[src/rtl/xlat_pkg.sv]
package xlat_pkg;

   typedef enum logic [2:0] {
      SEG_BAD,
      SEG_PASS,
      SEG_WIN_A,
      SEG_WIN_B,
      SEG_MAPPED
   } seg_kind_e;

   localparam logic [2:0] RES_MATCH    = 3'b000;
   localparam logic [2:0] RES_BADADDR  = 3'b111;
   localparam logic [2:0] RES_NOMATCH  = 3'b110;
   localparam logic [2:0] RES_INVALID  = 3'b101;
   localparam logic [2:0] RES_MODIFIED = 3'b100;

endpackage

[src/rtl/xlat_seg_decode.sv]
module xlat_seg_decode
   import xlat_pkg::*;
#(
   parameter int ADDR_W = 32
) (
   input  logic [ADDR_W-1:0] va,
   input  logic              user_mode,
   input  logic              err_level,
   output seg_kind_e         kind,
   output logic [ADDR_W-1:0] win_pa
);
   localparam logic [ADDR_W-1:0] BASE_A = {3'b100, {(ADDR_W-3){1'b0}}};
   localparam logic [ADDR_W-1:0] BASE_B = {3'b101, {(ADDR_W-3){1'b0}}};

   logic [2:0] top3;
   assign top3 = va[ADDR_W-1 -: 3];

   always_comb begin
      win_pa = '0;
      if (user_mode && top3[2]) begin
         kind = SEG_BAD;
      end else if (!top3[2]) begin
         kind   = err_level ? SEG_PASS : SEG_MAPPED;
         win_pa = va;
      end else if (top3 == 3'b100) begin
         kind   = SEG_WIN_A;
         win_pa = va - BASE_A;
      end else if (top3 == 3'b101) begin
         kind   = SEG_WIN_B;
         win_pa = va - BASE_B;
      end else begin
         kind = SEG_MAPPED;
      end
   end
endmodule

[src/rtl/xlat_tlb_store.sv]
module xlat_tlb_store #(
   parameter int ENTRIES = 16,
   parameter int VPN2_W  = 19,
   parameter int ASID_W  = 8,
   parameter int PFN_W   = 20,
   localparam int IDX_W  = (ENTRIES > 1) ? $clog2(ENTRIES) : 1
) (
   input  logic                           clk,
   input  logic                           rst_n,
   input  logic                           wr_en,
   input  logic [IDX_W-1:0]               wr_idx,
   input  logic [VPN2_W-1:0]              wr_vpn2,
   input  logic [ASID_W-1:0]              wr_asid,
   input  logic                           wr_global,
   input  logic [PFN_W-1:0]               wr_pfn_even,
   input  logic                           wr_valid_even,
   input  logic                           wr_dirty_even,
   input  logic [PFN_W-1:0]               wr_pfn_odd,
   input  logic                           wr_valid_odd,
   input  logic                           wr_dirty_odd,
   output logic [ENTRIES-1:0][VPN2_W-1:0] ent_vpn2,
   output logic [ENTRIES-1:0][ASID_W-1:0] ent_asid,
   output logic [ENTRIES-1:0]             ent_global,
   output logic [ENTRIES-1:0][1:0][PFN_W-1:0] ent_pfn,
   output logic [ENTRIES-1:0][1:0]        ent_valid,
   output logic [ENTRIES-1:0][1:0]        ent_dirty
);
   for (genvar i = 0; i < ENTRIES; i++) begin : g_ent
      localparam logic [IDX_W-1:0] MY_IDX = IDX_W'(i);
      logic sel_w;
      assign sel_w = wr_en && (wr_idx == MY_IDX);

      always_ff @(posedge clk or negedge rst_n) begin
         if (!rst_n) begin
            ent_vpn2[i]   <= '0;
            ent_asid[i]   <= '0;
            ent_global[i] <= 1'b0;
            ent_pfn[i]    <= '0;
            ent_valid[i]  <= '0;
            ent_dirty[i]  <= '0;
         end else if (sel_w) begin
            ent_vpn2[i]   <= wr_vpn2;
            ent_asid[i]   <= wr_asid;
            ent_global[i] <= wr_global;
            ent_pfn[i]    <= {wr_pfn_odd, wr_pfn_even};
            ent_valid[i]  <= {wr_valid_odd, wr_valid_even};
            ent_dirty[i]  <= {wr_dirty_odd, wr_dirty_even};
         end
      end
   end

   assert_entry_loaded_R11: assert property (@(posedge clk) disable iff (!rst_n)
      wr_en |=> (ent_vpn2[$past(wr_idx)] == $past(wr_vpn2)) &&
                (ent_pfn[$past(wr_idx)][0] == $past(wr_pfn_even)) &&
                (ent_valid[$past(wr_idx)][1] == $past(wr_valid_odd)));
endmodule

[src/rtl/xlat_tlb_match.sv]
module xlat_tlb_match #(
   parameter int ENTRIES = 16,
   parameter int VPN2_W  = 19,
   parameter int ASID_W  = 8,
   parameter int PFN_W   = 20
) (
   input  logic [ENTRIES-1:0][VPN2_W-1:0]     ent_vpn2,
   input  logic [ENTRIES-1:0][ASID_W-1:0]     ent_asid,
   input  logic [ENTRIES-1:0]                 ent_global,
   input  logic [ENTRIES-1:0][1:0][PFN_W-1:0] ent_pfn,
   input  logic [ENTRIES-1:0][1:0]            ent_valid,
   input  logic [ENTRIES-1:0][1:0]            ent_dirty,
   input  logic [VPN2_W-1:0]                  look_vpn2,
   input  logic                               look_odd,
   input  logic [ASID_W-1:0]                  look_asid,
   output logic                               hit,
   output logic [PFN_W-1:0]                   hit_pfn,
   output logic                               hit_valid,
   output logic                               hit_dirty
);
   logic [ENTRIES-1:0] hit_vec;
   logic [ENTRIES-1:0] first_vec;

   for (genvar i = 0; i < ENTRIES; i++) begin : g_cmp
      assign hit_vec[i] = (ent_vpn2[i] == look_vpn2) &&
                          (ent_global[i] || (ent_asid[i] == look_asid));
   end

   // isolate the lowest set bit: lowest index has priority
   assign first_vec = hit_vec & (~hit_vec + ENTRIES'(1));
   assign hit       = |hit_vec;

   always_comb begin
      hit_pfn   = '0;
      hit_valid = 1'b0;
      hit_dirty = 1'b0;
      for (int i = 0; i < ENTRIES; i++) begin
         if (first_vec[i]) begin
            hit_pfn   = hit_pfn   | ent_pfn[i][look_odd];
            hit_valid = hit_valid | ent_valid[i][look_odd];
            hit_dirty = hit_dirty | ent_dirty[i][look_odd];
         end
      end
   end
endmodule

[src/rtl/seg_xlat.sv]
module seg_xlat
   import xlat_pkg::*;
#(
   parameter int ADDR_W    = 32,
   parameter int PAGE_BITS = 12,
   parameter int ENTRIES   = 16,
   parameter int ASID_W    = 8,
   localparam int VPN2_W   = ADDR_W - PAGE_BITS - 1,
   localparam int PFN_W    = ADDR_W - PAGE_BITS,
   localparam int IDX_W    = (ENTRIES > 1) ? $clog2(ENTRIES) : 1
) (
   input  logic              clk,
   input  logic              rst_n,
   input  logic [ADDR_W-1:0] va,
   input  logic              is_write,
   input  logic              user_mode,
   input  logic              err_level,
   input  logic [ASID_W-1:0] cur_asid,
   output logic [ADDR_W-1:0] pa,
   output logic              perm_rd,
   output logic              perm_wr,
   output logic [2:0]        result,
   input  logic              wr_en,
   input  logic [IDX_W-1:0]  wr_idx,
   input  logic [VPN2_W-1:0] wr_vpn2,
   input  logic [ASID_W-1:0] wr_asid,
   input  logic              wr_global,
   input  logic [PFN_W-1:0]  wr_pfn_even,
   input  logic              wr_valid_even,
   input  logic              wr_dirty_even,
   input  logic [PFN_W-1:0]  wr_pfn_odd,
   input  logic              wr_valid_odd,
   input  logic              wr_dirty_odd
);
   if (ADDR_W != 32) begin : g_chk_aw
      $error("seg_xlat: segment map assumes a 32-bit address");
   end
   if (PAGE_BITS < 10 || PAGE_BITS > ADDR_W - 4) begin : g_chk_pg
      $error("seg_xlat: page size out of range");
   end
   if (ENTRIES < 1 || ENTRIES > 256) begin : g_chk_ent
      $error("seg_xlat: entry count out of range");
   end
   if (ASID_W < 1) begin : g_chk_asid
      $error("seg_xlat: identifier width must be positive");
   end

   seg_kind_e         kind;
   logic [ADDR_W-1:0] win_pa;

   logic [ENTRIES-1:0][VPN2_W-1:0]     ent_vpn2;
   logic [ENTRIES-1:0][ASID_W-1:0]     ent_asid;
   logic [ENTRIES-1:0]                 ent_global;
   logic [ENTRIES-1:0][1:0][PFN_W-1:0] ent_pfn;
   logic [ENTRIES-1:0][1:0]            ent_valid;
   logic [ENTRIES-1:0][1:0]            ent_dirty;

   logic             hit;
   logic [PFN_W-1:0] hit_pfn;
   logic             hit_valid;
   logic             hit_dirty;

   xlat_seg_decode #(.ADDR_W(ADDR_W)) u_seg (
      .va        (va),
      .user_mode (user_mode),
      .err_level (err_level),
      .kind      (kind),
      .win_pa    (win_pa)
   );

   xlat_tlb_store #(
      .ENTRIES(ENTRIES), .VPN2_W(VPN2_W), .ASID_W(ASID_W), .PFN_W(PFN_W)
   ) u_store (
      .clk           (clk),
      .rst_n         (rst_n),
      .wr_en         (wr_en),
      .wr_idx        (wr_idx),
      .wr_vpn2       (wr_vpn2),
      .wr_asid       (wr_asid),
      .wr_global     (wr_global),
      .wr_pfn_even   (wr_pfn_even),
      .wr_valid_even (wr_valid_even),
      .wr_dirty_even (wr_dirty_even),
      .wr_pfn_odd    (wr_pfn_odd),
      .wr_valid_odd  (wr_valid_odd),
      .wr_dirty_odd  (wr_dirty_odd),
      .ent_vpn2      (ent_vpn2),
      .ent_asid      (ent_asid),
      .ent_global    (ent_global),
      .ent_pfn       (ent_pfn),
      .ent_valid     (ent_valid),
      .ent_dirty     (ent_dirty)
   );

   xlat_tlb_match #(
      .ENTRIES(ENTRIES), .VPN2_W(VPN2_W), .ASID_W(ASID_W), .PFN_W(PFN_W)
   ) u_match (
      .ent_vpn2   (ent_vpn2),
      .ent_asid   (ent_asid),
      .ent_global (ent_global),
      .ent_pfn    (ent_pfn),
      .ent_valid  (ent_valid),
      .ent_dirty  (ent_dirty),
      .look_vpn2  (va[ADDR_W-1 -: VPN2_W]),
      .look_odd   (va[PAGE_BITS]),
      .look_asid  (cur_asid),
      .hit        (hit),
      .hit_pfn    (hit_pfn),
      .hit_valid  (hit_valid),
      .hit_dirty  (hit_dirty)
   );

   always_comb begin
      pa      = '0;
      perm_rd = 1'b0;
      perm_wr = 1'b0;
      result  = RES_MATCH;
      unique case (kind)
         SEG_BAD: result = RES_BADADDR;
         SEG_PASS, SEG_WIN_A, SEG_WIN_B: begin
            pa      = win_pa;
            perm_rd = 1'b1;
            perm_wr = 1'b1;
         end
         default: begin
            if (!hit) begin
               result = RES_NOMATCH;
            end else if (!hit_valid) begin
               result = RES_INVALID;
            end else if (is_write && !hit_dirty) begin
               result = RES_MODIFIED;
            end else begin
               pa      = {hit_pfn, va[PAGE_BITS-1:0]};
               perm_rd = 1'b1;
               perm_wr = hit_dirty;
            end
         end
      endcase
   end

   assert_user_high_bad_R1: assert property (@(posedge clk) disable iff (!rst_n)
      (user_mode && va[ADDR_W-1]) |-> (result == RES_BADADDR));

   assert_err_level_pass_R2: assert property (@(posedge clk) disable iff (!rst_n)
      (err_level && !va[ADDR_W-1]) |-> (pa == va && result == RES_MATCH && perm_wr));

   assert_kernel_window_R3: assert property (@(posedge clk) disable iff (!rst_n)
      (!user_mode && va[ADDR_W-1 -: 2] == 2'b10) |->
         (result == RES_MATCH && pa[ADDR_W-1 -: 3] == 3'b000 &&
          pa[ADDR_W-4:0] == va[ADDR_W-4:0]));

   assert_fault_quiet_R4: assert property (@(posedge clk) disable iff (!rst_n)
      (result != RES_MATCH) |-> (pa == '0 && !perm_rd && !perm_wr));

   assert_write_needs_dirty_R8: assert property (@(posedge clk) disable iff (!rst_n)
      (result == RES_MATCH && is_write) |-> perm_wr);
endmodule

[config.mk]
export PLATFORM = sky130hd
export DESIGN_NAME = seg_xlat
export DESIGN_NICKNAME = d
export VERILOG_FILES = /design/src/rtl/xlat_pkg.sv /design/src/rtl/xlat_seg_decode.sv /design/src/rtl/xlat_tlb_store.sv /design/src/rtl/xlat_tlb_match.sv /design/src/rtl/seg_xlat.sv
export SDC_FILE = /design/constraint.sdc
export NUM_CORES = 2
export LEC_CHECK = 0
export BUFFER_PORTS_ARGS = -buffer_cell sky130_fd_sc_hd__buf_4
export CELL_PAD_IN_SITES_DETAIL_PLACEMENT = 0
export CELL_PAD_IN_SITES_GLOBAL_PLACEMENT = 1
export CORE_AREA = 2 2 309 616
export DETAILED_ROUTE_END_ITERATION = 16
export DIE_AREA = 0 0 311 618
export GPL_ROUTABILITY_DRIVEN = 0
export GPL_TIMING_DRIVEN = 0
export PLACE_DENSITY = 0.54
export SLEW_MARGIN = 10
export SYNTH_ARGS = -nofsm -noshare
export SYNTH_HDL_FRONTEND = slang
export SYNTH_HIERARCHICAL = 1
export SYNTH_SLANG_ARGS = --single-unit
[constraint.sdc]
create_clock -name clk -period 5 [get_ports clk]
set_clock_uncertainty 0.2 [all_clocks]
set_input_delay 1 -clock clk [delete_from_list [all_inputs] [get_ports clk]]
set_output_delay 1 -clock clk [all_outputs]
set_load 0.03 [all_outputs]
[After elaboration in Yosys (flattened, before gate mapping)]
Cells that the tools add are included.
Word-level totals
  flip-flop bits (word level): 1152
  bits of input ports: 122
  output and inout bits: 37
  logic and storage cells: 439
Cells by class
  $add $sub $neg: 3
  $lt $le $gt $ge: 1
  equality and inequality tests: 52
  multiplexer cells: 169
  bitwise operators: 47
  reductions and logical operators: 55
Operator list (number)
  two-way mux 20 bit: 48
  == test 19 bit: 16
  OR 20 bit: 15
  two-way mux 32 bit: 7
  == test 8 bit: 16
  two-way mux 1 bit: 102
  case mux 32 bit (2 select lines): 1
  subtractor 32 bit, second input constant: 2
  logical AND 1 bit: 34
  == test 4 bit, second input constant: 8
  OR 1 bit: 30
  two-way mux 3 bit: 8
  adder 16 x 1 -> 16 bit, second input constant: 1
  AND 16 bit: 1
  == test 4 x 3 -> 1 bit, second input constant: 4
  logical OR 1 bit: 16
  NOT 16 bit: 1
  OR reduction 16 bit: 1
  == test 4 x 2 -> 1 bit, second input constant: 2
  == test 3 x 2 -> 1 bit, second input constant: 2
  == test 3 bit, second input constant: 2
  case mux 3 bit (2 select lines): 1
  == test 4 x 1 -> 1 bit, second input constant: 1
  logical NOT 4 bit: 1
  other kinds (6): 7

[Longest topological paths before layout]
  word-level depth: 43
  gate-level depth with buffers: 16
  gate-level depth less buffers: 10

[Hierarchy]
Netlist, hierarchy kept.
By module, submodules not included
  xlat_tlb_store: instances 1, cells an instance 2520, area an instance 42811.1 µm², seq. area each 28827.6 µm²
  xlat_tlb_match: instances 1, cells an instance 1553, area an instance 12238.0 µm², seq. area each 0.0 µm²
  seg_xlat: instances 1, cells an instance 53, area an instance 514.2 µm², seq. area each 0.0 µm²
  xlat_seg_decode: instances 1, cells an instance 43, area an instance 319.1 µm², seq. area each 0.0 µm²

[Worst setup path after synthesis]
OpenSTA, ideal clock, no wires.
  path type: input -> output
  start point: input port va[12]
  end point: output port result[2]
  arrival: 4133 ps
  data required time: 3800 ps
  slack: -333 ps
  stages: 12
  buffers on the path: 6
  cells stage by stage: clkbuf_1 buf_2 buf_1 clkbuf_1 mux2i_1 o21ai_0 a2111oi_0 o2111ai_1 nand2b_4 buf_6 buf_2 a21oi_1
On the way
  cells in the longest elaborated chain, start to end: 39
  elaborated cells on any way between the ends: 132
  classes of those cells: 100 x mux; 30 x bitwise; 2 x reduce/logical
Ends and longest elaborated chain
  start: declaration: line seg_xlat.sv:14  | input logic [ADDR_W-1:0] va,
  two-way mux 1 bit (not written as such) (2 in series): line xlat_tlb_match.sv:41  | hit_dirty = hit_dirty | ent_dirty[i][look_odd];
  two-way mux 1 bit: line xlat_tlb_match.sv:38  | if (first_vec[i]) begin
  OR 1 bit: line xlat_tlb_match.sv:41
  two-way mux 1 bit: line xlat_tlb_match.sv:38
  OR 1 bit: line xlat_tlb_match.sv:41
  two-way mux 1 bit: line xlat_tlb_match.sv:38
  OR 1 bit: line xlat_tlb_match.sv:41
  two-way mux 1 bit: line xlat_tlb_match.sv:38
  (+23 left out)
  two-way mux 1 bit (*): line xlat_tlb_match.sv:38
  via hit_dirty: line seg_xlat.sv:61  | logic hit_dirty;
  logical NOT 1 bit (*): line seg_xlat.sv:130  | end else if (is_write && !hit_dirty) begin
  logical AND 1 bit (*): line seg_xlat.sv:130
  two-way mux 3 bit (*): line seg_xlat.sv:130
  two-way mux 3 bit (*): line seg_xlat.sv:128  | end else if (!hit_valid) begin
  two-way mux 3 bit (*): line seg_xlat.sv:126  | if (!hit) begin
  case mux 3 bit (2 select lines) (*): line seg_xlat.sv:118  | unique case (kind)
  end: declaration: line seg_xlat.sv:22  | output logic [2:0] result,
Mark *: on every way through the listed nets, which the timed path passes. The rest lies on a longest branch. The select of a mux whose other input is x is not followed.

[Worst setup path in the final report]
  start point: input port va[29]
  end point: output port pa[31]
On the way
  cells in the longest elaborated chain, start to end: 42
  elaborated cells on any way between the ends: 152
  classes of those cells: 3 x add/sub; 21 x eq/ne; 60 x mux; 47 x bitwise; 21 x reduce/logical
Ends and longest elaborated chain
  == test 19 bit: line xlat_tlb_match.sv:25  | assign hit_vec[i] = (ent_vpn2[i] == look_vpn2) &&
  logical AND 1 bit: line xlat_tlb_match.sv:25
  NOT 16 bit: line xlat_tlb_match.sv:30  | assign first_vec = hit_vec & (~hit_vec + ENTRIES'(1));
  adder 16 x 1 -> 16 bit: line xlat_tlb_match.sv:30
  AND 16 bit (*): line xlat_tlb_match.sv:30
  two-way mux 1 bit: line xlat_tlb_match.sv:38
  OR 1 bit: line xlat_tlb_match.sv:41
  two-way mux 1 bit: line xlat_tlb_match.sv:38
  (+27 left out)
  two-way mux 1 bit (*): line xlat_tlb_match.sv:38
  via hit_dirty: line seg_xlat.sv:61
  logical NOT 1 bit (*): line seg_xlat.sv:130
  logical AND 1 bit (*): line seg_xlat.sv:130
  two-way mux 32 bit (*): line seg_xlat.sv:130
  two-way mux 32 bit (*): line seg_xlat.sv:128
  two-way mux 32 bit (*): line seg_xlat.sv:126
  case mux 32 bit (2 select lines) (*): line seg_xlat.sv:118
  end: declaration: line seg_xlat.sv:19  | output logic [ADDR_W-1:0] pa,
Mark *: on every way through the listed nets, which the timed path passes. The rest lies on a longest branch.

==> impl_metrics.env <==
export IMPL_drv_cap=0
export IMPL_postSynthAreaPerCell_sq_um=13.4
export IMPL_synth_area_leader_cell="dfrtp_1"
export IMPL_fmax_ghz=0.162
export IMPL_final_cell_mix="1152 x dfrtp_1, 1053 x mux2_2, 373 x xor2_1, 229 x mux2_1, 218 x buf_4"
export IMPL_async_reset_ff_share_pct=100
export IMPL_initial_core_util_pct=29.8
export IMPL_syn_inst=4169
export IMPL_cp_max_fo=10
export IMPL_fin_setup_tns_ps=-40320
export IMPL_final_layout_size_suffix_gt1_share_pct=43.0
export IMPL_tritoncts="yes"
export IMPL_synth_seq_cells=1152
export IMPL_route_detailed_drc=0
export IMPL_area_growth_pct=20.9
export IMPL_setup_ws_ps=-1190
export IMPL_setup_violations=37
export IMPL_fp_dieW_um=311
export IMPL_worstSetupStartpointType="input port"
export IMPL_grt_max_degree=150
export IMPL_holdWs_ps=289
export IMPL_wl_per_cell_um=31.5
export IMPL_synth_area_top_cells="dfrtp_1 52%, mux2_2 21%, xor2_1 6.0%"
export IMPL_cp_arrival_ps=4990
export IMPL_grt_antenna_before_repair=14
export IMPL_die_area_sq_um=192000
export IMPL_vias_per_cell=5.11
export IMPL_port_buffers=148
export IMPL_crit_chain="buf_8 -> xor2_1 -> nor4_2 -> nand4_1 -> or3_4 -> buf_12 -> buf_8 -> nand3_2 -> o21ai_4 -> a2111oi_4 -> o2111ai_4 -> nand2b_4 -> buf_12 -> a32o_2 -> buf_6"
export IMPL_drt_iter0_drc=2004
export IMPL_cts_buffer_depth=3
export IMPL_min_period_over_period_pct=124
export IMPL_vias=36400
export IMPL_grt_pass1_wl_um=313000
export IMPL_root_buffer="clkbuf_16"
export IMPL_grt_setup_unrepaired="true"
export IMPL_hold_violations=0
export IMPL_p_per_area_nw_per_um2=394
export IMPL_relSlewSlack_pct=12.7
export IMPL_p_total_uw=26700
export IMPL_synth_edf_count=0
export IMPL_cts_sinks=1152
export IMPL_ys_seq_area_share_pct=51.6
export IMPL_critPathSlowestCell="a2111oi_4"
export IMPL_ys_warnings_count=6
export IMPL_clk_latency_ps=720
export IMPL_fillCellCount=18600
export IMPL_max_stage_delay_ps=610
export IMPL_yosysTopAreaCellShare_pct=51.6
export IMPL_crit_type="input port to output pin"
export IMPL_cp_end_kind="output pin"
export IMPL_syn_area_sq_um=55900
export IMPL_dp_hpwl_um=170000
export IMPL_fin_util_pct=36.0
export IMPL_synth_ff_type="dfrtp_1"
export IMPL_grt_overflow_total=0
export IMPL_status="finished, violations left"
export IMPL_critPathRequiredTime_ps=3800
export IMPL_routed_wirelength_um=225000
export IMPL_synth_fp_nets=4291
export IMPL_drt_antenna_violating_nets=0
export IMPL_cts_buffers=109
export IMPL_hp_class="register to register"
export IMPL_synthDistinctLibCells=68
export IMPL_clk_pin_slew_ps=70
export IMPL_row_count=225
export IMPL_top_level_ports=159
export IMPL_drv_slew=0
export IMPL_fin_nets=4669
export IMPL_die_h_um=618
export IMPL_power_leakage_uw=0.0292
export IMPL_max_slew_worst_pin_slew_ps=1310
export IMPL_core_sq_um=187000
export IMPL_grt_pass1_vias=39600
export IMPL_ir_worst_vdd_uv=273
export IMPL_final_common_cell="dfrtp_1"
export IMPL_detailedRoute_firstPassIterationCount=5
export IMPL_violations="setup timing"
export IMPL_period_minus_slack_ps=6190
export IMPL_gr_usage_all_layers_pct=23.1
export IMPL_cts_max_level=3
-- per-layer routing --
metal	share of wire (%)	global-route usage, %	up-vias
met5	0.046	0	-
met4	7.8	15.7	18
met3	2.9	2.45	453
met2	56	45.0	825
met1	34	22.7	19300
li1	-	-	15800
-- through the flow --
stage / instances / instance area (sq um) / setup slack (ps)
floorplan: 4169 / 56000 / -43.0
global placement: 6814 / 60300 / -12200
detailed placement: 6834 / 60700 / -3430
CTS: 7098 / 66900 / -1140
global route: 7129 / 67600 / -1200
finish: 7130 / 67600 / -1190
-- worst paths after layout --
path	from	to	slack (ps)	depth (start not counted)
max in group asynchronous	rst_n	u_store/ent_asid[91]	650	7
worst max-delay path	va[29]	pa[31]	-1190	15
worst min-delay path	u_store/ent_pfn[256]	u_store/ent_pfn[256]	290	1
min in group asynchronous	rst_n	u_store/ent_pfn[196]	630	2
worst min register to register	u_store/ent_pfn[256]	u_store/ent_pfn[256]	290	1
worst max register to register	u_store/ent_vpn2[239]	u_store/ent_vpn2[239]	3980	1
-- sequential cells by signal, indices dropped and copies added (netlist names) --
register / flops
u_store/ent_global: 16
u_store/ent_pfn: 640
u_store/ent_dirty: 32
u_store/ent_asid: 128
u_store/ent_valid: 32
u_store/ent_vpn2: 304
-- cell type report --
| type | instances | area (sq um) | share of cell area, % |
|---|---|---|---|
| Antenna cell | 2 | 5.00 | 0.00741 |
| Buffer | 340 | 2420 | 3.58 |
| Clock buffer | 157 | 3160 | 4.68 |
| Clock inverter | 38 | 510 | 0.756 |
| Inverter | 1 | 3.75 | 0.00556 |
| Multi-Input combinational cell | 2652 | 26600 | 39.4 |
| Sequential cell | 1152 | 28800 | 42.7 |
| Tap cell | 2497 | 3120 | 4.62 |
| Timing Repair Buffer | 291 | 2910 | 4.31 |
-- critical path: cells and delay by family --
family                    cells  cell delay (ps)
AOI/OAI and AO/OA             4             1350
xor gates and xnor gates      1              160
buffers and inverters         5              860
and+or+nand+nor               5             1540
-- cell families after synthesis --
logic type | share of synthesized area, %
mux | 29.6
compound gates | 3.82
buf+inv | 3.39
xor+xnor | 6.77
other cells | 0.00671
flops | 51.6
simple gates | 4.84
-- report_power, final --
part           internal [uW]  switching (uW)  total (uW)
logic                   2690            2480        5160
registers              11500            1180       12700
clock network           4900            3910        8820
total                  19100            7570       26700
-- cell usage after synthesis, types with 7 or more instances --
library cell  instances
xor2_1              384
and2_4               10
nand4_1              15
nor2b_1              26
or3_1                18
a22oi_1              12
nor2_1               16
o32ai_1              25
nor4b_1               9
a32o_1               36
buf_1                16
a31oi_1              18
buf_4                46
nor3_1               42
o21ai_0              25
and2_2                9
buf_2               142
o31ai_1              12
a211oi_1             26
mux2i_1             210
a2111oi_0             7
xnor2_1              48
mux2_1              229
dfrtp_1            1152
o2111ai_1            22
a311oi_1             16
a21oi_1              46
o22ai_1              13
nand2_1              70
mux2_2             1053
buf_6                17
nor4_1              142
nand3_1              24
o221ai_1              8
clkbuf_1            139
and2_1               10
-- repair_timing --
action / in CTS / in global routing
buffers inserted: 88 / 28
gates resized for setup: 379 / 86
hold buffers: 1 / 0
endpoints found under the hold margin: 79 / 0
pin swaps: 63 / 52
cloned: 2 / 3
setup endpoints to repair: 37 / 185
(Power assumes the default switching activity.)
